$ cat config.mk
export PLATFORM = sky130hd
export DESIGN_NAME = entropy_conditioner
export DESIGN_NICKNAME = d
export VERILOG_FILES = /design/src/rtl/entcond_pkg.sv /design/src/rtl/ent_lfsr_stage.sv /design/src/rtl/ent_decimator.sv /design/src/rtl/entropy_conditioner.sv
export SDC_FILE = /design/constraint.sdc
export NUM_CORES = 1
export LEC_CHECK = 0
export ABC_AREA = 1
export CORE_ASPECT_RATIO = 1.2
export CORE_MARGIN = 4
export CORE_UTILIZATION = 66
export CTS_BUF_LIST = sky130_fd_sc_hd__clkbuf_8 sky130_fd_sc_hd__clkbuf_16
export DETAILED_ROUTE_END_ITERATION = 10
export HOLD_SLACK_MARGIN = 0.08
export PLACE_DENSITY_LB_ADDON = 0.08
export SLEW_MARGIN = 15
export SYNTH_ARGS = -nofsm -noshare
export SYNTH_HDL_FRONTEND = slang
export SYNTH_SLANG_ARGS = --single-unit
$ cat constraint.sdc
create_clock -name clk -period 1.8 [get_ports clk]
set_input_delay 0.36 -clock clk [delete_from_list [all_inputs] [get_ports clk]]
set_output_delay 0.36 -clock clk [all_outputs]
set_load 0.05 [all_outputs]
$ cat src/rtl/entcond_pkg.sv
package entcond_pkg;

    localparam int RAW_W    = 31;
    localparam int MIX_W    = 32;
    localparam int NUM_COEF = 4;
    localparam int SEL_W    = $clog2(NUM_COEF);

    typedef logic [SEL_W-1:0] coef_sel_t;

    typedef struct packed {
        logic      inv;
        coef_sel_t coef;
    } step_mode_t;

    localparam int MODE_W = $bits(step_mode_t);

    typedef logic [NUM_COEF-1:0][MIX_W-1:0] mask_set_t;

    localparam mask_set_t MIX_MASKS = {
        32'h80000057,
        32'hD0000001,
        32'hA3000000,
        32'h80200003
    };

    localparam logic [MIX_W-1:0] RAW_MASK = 32'h48000000;

    localparam logic [RAW_W-1:0] SEED_ONE   = 31'h1A5C3E17;
    localparam logic [MIX_W-1:0] SEED_TWO   = 32'h6C8E9D31;
    localparam logic [MIX_W-1:0] SEED_THREE = 32'hB7D34A05;

    function automatic step_mode_t make_mode(input logic inv, input coef_sel_t coef);
        step_mode_t m;
        m.inv  = inv;
        m.coef = coef;
        return m;
    endfunction

endpackage

$ cat src/rtl/ent_lfsr_stage.sv
module ent_lfsr_stage
    import entcond_pkg::*;
#(
    parameter int        W     = 32,
    parameter logic [W-1:0] SEED = '1,
    parameter mask_set_t MASKS = MIX_MASKS
) (
    input  logic       clk,
    input  logic       rst,
    input  logic       en,
    input  logic       din,
    input  step_mode_t mode,
    output logic [2:0] low_bits
);

    logic [W-1:0] state_q;
    logic [W-1:0] state_d;
    logic [W-1:0] sel_mask;
    logic         fb;

    always_comb begin
        sel_mask = MASKS[mode.coef][W-1:0];
        fb       = state_q[0] ^ din ^ mode.inv;
        state_d  = (state_q >> 1) ^ (fb ? sel_mask : '0);
    end

    always_ff @(posedge clk) begin
        if (rst) begin
            state_q <= SEED;
        end else if (en) begin
            state_q <= state_d;
        end
    end

    assign low_bits = state_q[2:0];

    assert_seed_load_R1: assert property (@(posedge clk)
        rst |=> (state_q == SEED));

    assert_idle_hold_R6: assert property (@(posedge clk) disable iff (rst)
        !en |=> $stable(state_q));

endmodule

$ cat src/rtl/ent_decimator.sv
module ent_decimator (
    input  logic clk,
    input  logic rst,
    input  logic in_valid,
    output logic take
);

    logic phase_q;

    always_ff @(posedge clk) begin
        if (rst) begin
            phase_q <= 1'b0;
        end else if (in_valid) begin
            phase_q <= ~phase_q;
        end
    end

    assign take = in_valid & phase_q;

    assert_phase_idle_R6: assert property (@(posedge clk) disable iff (rst)
        !in_valid |=> $stable(phase_q));

    assert_pair_spacing_R4: assert property (@(posedge clk) disable iff (rst)
        take |=> !take);

endmodule

$ cat src/rtl/entropy_conditioner.sv
module entropy_conditioner
    import entcond_pkg::*;
#(
    parameter logic [RAW_W-1:0] SEED_A = SEED_ONE,
    parameter logic [MIX_W-1:0] SEED_B = SEED_TWO,
    parameter logic [MIX_W-1:0] SEED_C = SEED_THREE
) (
    input  logic clk,
    input  logic rst,
    input  logic raw_bit,
    input  logic raw_valid,
    output logic cond_bit,
    output logic cond_valid
);

    localparam mask_set_t RAW_SET = {NUM_COEF{RAW_MASK}};

    logic [2:0] a_low;
    logic [2:0] b_low;
    logic [2:0] c_low;
    logic       take;
    logic       cond_valid_q;
    step_mode_t mode_a;
    step_mode_t mode_b;
    step_mode_t mode_c;

    always_comb begin
        mode_a = make_mode(1'b0, '0);
        mode_b = make_mode(raw_bit, a_low[SEL_W-1:0]);
        mode_c = make_mode(b_low[2], b_low[SEL_W-1:0]);
    end

    ent_lfsr_stage #(.W(RAW_W), .SEED(SEED_A), .MASKS(RAW_SET)) stage_a_i (
        .clk(clk), .rst(rst), .en(raw_valid), .din(raw_bit),
        .mode(mode_a), .low_bits(a_low)
    );

    ent_lfsr_stage #(.W(MIX_W), .SEED(SEED_B), .MASKS(MIX_MASKS)) stage_b_i (
        .clk(clk), .rst(rst), .en(raw_valid), .din(1'b0),
        .mode(mode_b), .low_bits(b_low)
    );

    ent_decimator decim_i (
        .clk(clk), .rst(rst), .in_valid(raw_valid), .take(take)
    );

    ent_lfsr_stage #(.W(MIX_W), .SEED(SEED_C), .MASKS(MIX_MASKS)) stage_c_i (
        .clk(clk), .rst(rst), .en(take), .din(1'b0),
        .mode(mode_c), .low_bits(c_low)
    );

    always_ff @(posedge clk) begin
        if (rst) begin
            cond_valid_q <= 1'b0;
        end else begin
            cond_valid_q <= take;
        end
    end

    assign cond_valid = cond_valid_q;
    assign cond_bit   = c_low[0];

    assert_valid_needs_input_R4: assert property (@(posedge clk) disable iff (rst)
        cond_valid |-> $past(raw_valid));

    assert_valid_single_R5: assert property (@(posedge clk) disable iff (rst)
        cond_valid |=> !cond_valid);

    assert_bit_moves_with_valid_R5: assert property (@(posedge clk) disable iff (rst)
        (cond_bit != $past(cond_bit)) |-> cond_valid);

endmodule

==> parameters.txt <==
Parameter                              Value

Synth
  Top_reg_cell synth    dfxtp_1
  Top-count cell post-synth    dfxtp_1
  Synthesized instance count    506
  Synthesis-stage register bit count    97
  Combined area of all synthesized cells    4010 µm²
  Share of the synthesized area in the top cell type    48.4%
  Share of synthesized area occupied by flip-flops and latches    48.4%
  Cell types with the largest area share after synthesis    dfxtp_1 48%, nand2_1 8.7%, nand3_1 7.2%, inv_1 5.7%, nor2_1 4.4%
  Largest area contributor in the synthesized netlist    dfxtp_1
  Leading post-synthesis cells by instance count    97 x dfxtp_1, 93 x nand2_1, 61 x inv_1
  Average size of a mapped cell    7.93 µm²
  Number of different library cells in the post-synthesis netlist    22
  Proportion of register bits with asynchronous set or reset after synthesis    0%
  Number of warnings printed during yosys synthesis    0
  Synthesized netlist net count    520
  Number of synthesized flops with an enable pin    0

Clocking
  CTS tree    built
  CTS H-Tree Depth    3
  Total of hold buffers inserted after clock tree synthesis    0
  Number of buffers inserted during clock tree synthesis    9
  Max Buffers Root-to-Sink    2
  Number of instances resized during post-cts repair    0
  Root Buffer    clkbuf_8
  Clock transition at the registers of the reported paths    90 ps
  Setup repair bufs after CTS    0
  Number of sinks on the clock net    97
  Clock network latency to the later pin of the worst-skew pair    350 ps

Worst setup path
  CP Capture Type    flop
  Data arrival, critical path    1660 ps
  Startpoint type of the worst setup path    primary input
  Beginning of the worst register-to-register path    stage_b_i.state_q[0]
  Maximum fanout count along the critical path    18
  CP Class    primary input to flop
  Critical Path RT    2060 ps
  Cell count of the worst reg-to-reg path    7
  Internal reg-to-reg setup slack    430 ps
  Endpoint of the worst register-to-register path    stage_b_i.state_q[24]

Final layout
  Post-Layout Inst Area    4280 µm²
  Number of fill cells    486
  Synth-to-layout area growth    6.70%
  Net total in the final layout    515
  Number of inserted diodes    0
  Share of final-layout standard cells stronger than drive strength 1    8.70%

Floorplanning
  Num rows    30
  Starting utilization of the core area    69.4%
  Floorplan die width    79.2 µm
  Count of pins on the block boundary    6
  Die footprint    7400 µm²
  Core Region    5780 µm²
  Vert. Die Dim    93.4 µm

Min path
  Worst min-delay path category    primary input to flop
  Worst Hold Depth    3
  Endpoint with the worst hold slack    stage_a_i.state_q[22]
  Startpoint of the tightest hold check path    raw_valid

Route
  Number of optimization iterations in the first detailed-route pass    4
  Number of DRC violations after detailed routing    0
  Number of vias per cell    5.36
  Antenna-violating nets left    0
  WL/cell    11.9 µm
  Total via count after detailed routing    3140
  Final routed wirelength across all metal layers    6980 µm
  DRC violation total after the first TritonRoute iteration    156

Pwr
  Total power of the final layout    4.23 mW
  Switching share of power    26.4%
  Clock share of power    31.8%
  Combinational group share of total power    12.2%
  Pleak    2.01 nW
  Power density relative to cell area    988 nW/µm²
  Worst IR Drop VDD    0.000663 V
  Register share of total power    56.0%
  Internal portion of total power    3.12 mW
  Switching power summed over all nets    1.11 mW

STA
  Max-slew violation count    0
  Setup TNS after final layout    0 ps
  Final critical delay including setup and external delays    1400 ps
  Hold Worst Slack    432 ps
  Period utilization    77.7%
  Final setup vio count    0
  Max-slew headroom at the worst pin    61.8%
  Worst setup skew after layout    8.72 ps
  Transition time at the pin with the least slew margin    571 ps
  Min setup slack post-route    401 ps
  Fin. Hold Viols    0
  RSZ-0062 raised after global routing    false
  Highest Clock Rate    0.715 GHz

Placed design
  Post-DP HPWL    4490 µm
  Post-place setup slack    47.5 ps
  Placer Congestion    0.793
  Number of I/O port buffers    5
  Dpl cell area    4090 µm²

Global routing
  Global-route usage over all layers    21.3%
  Largest net degree at the start of global routing    57
  Via count of the first global-routing pass    2976
  First-pass GRT wire length    12700 µm
  Antenna violations before repair    0
  Aggregate global routing overflow    0

Run status
  Status    completed

Job
  Max-cap viol count    0
[how the worst max path moves through the flow]
stage / start / end / slack (ps) / cells past startpoint
after floorplan: stage_c_i.state_q[0] / stage_c_i.state_q[31] / 380 / 4
final: raw_bit / stage_b_i.state_q[24] / 400 / 8
after global routing: stage_b_i.state_q[0] / stage_b_i.state_q[2] / 250 / 7
after detailed placement: raw_bit / stage_b_i.state_q[25] / 50 / 8
after global placement: raw_bit / stage_b_i.state_q[2] / 100 / 8
after CTS: raw_bit / stage_b_i.state_q[24] / 410 / 8
[stage by stage]
step | util, % | instances
after floorplan | - | 506
after global placement | 70.8 | 570
after detailed placement | 70.8 | 570
after CTS | 74.1 | 586
after global routing | 74.1 | 586
final | 74.1 | 586
[power by group through the flow]
stage | Sequential, mW | Clock [mW] | Combinational [mW]
final | 2.37 | 1.35 | 0.516
after global routing | 2.39 | 1.46 | 0.602
after CTS | 2.37 | 1.38 | 0.519
after detailed placement | 2.42 | 0 | 0.517
after global placement | 2.41 | 0 | 0.500
after floorplan | 2.41 | 0 | 0.416
[cell usage in the layout (no fill, tap or decap), drive strengths merged]
master         netlist  final
inv                 65     67
bufinv               0      1
clkdlybuf4s50        0      2
clkbuf               5      9
nand3               58     58
nand2               96     96
nor2                49     49
clkinvlp             0      1
dfxtp               97     97
a22oi                8      8
o21ai               34     34
nand4               22     22
o22ai               10     10
clkinv               0      3
o211ai               1      1
ha                  10     10
a21oi               27     27
buf                 24     11
[metal layers]
layer / global-route usage (%) / vias up / part of all wire, %
li1: - / 1634 / -
met1: 24.1 / 1467 / 45
met2: 38.1 / 28 / 51
met3: 5.20 / 11 / 1.9
met4: 8.45 / 0 / 2.0
met5: 0 / - / 0
[kinds of logic after synthesis]
kind of cell | count (synthesis) | share of synthesized area (%)
AOI/OAI and AO/OA | 80 | 12.4
adders and majority gates | 10 | 3.12
buffers and inverters | 94 | 10.7
DFF | 97 | 48.4
and+or+nand+nor | 225 | 25.4
[layout make-up]
class | instances | area [µm²] | area share (%)
Clock buffer | 9 | 124 | 2.89
Clock inverter | 7 | 63.8 | 1.49
Inverter | 65 | 249 | 5.82
Multi-Input combinational cell | 315 | 1640 | 38.3
Sequential cell | 97 | 1940 | 45.4
Tap cell | 80 | 100 | 2.34
Timing Repair Buffer | 13 | 163 | 3.80
[critical path, cell delays in order]
cell             delay (ps)
clkdlybuf4s50_1         520
inv_1                    80
nand2_2                 250
nand3_1                 180
nand2_1                  90
nand3_1                  70
nand2_1                  70
inv_1                    40
[state kept, by name, indices dropped and copies added, names as in the netlist]
signal	count
stage_c_i.state_q	32
stage_a_i.state_q	31
cond_valid	1
decim_i.phase_q	1
stage_b_i.state_q	32
No activity file was read; power rests on OpenSTA's default activity.
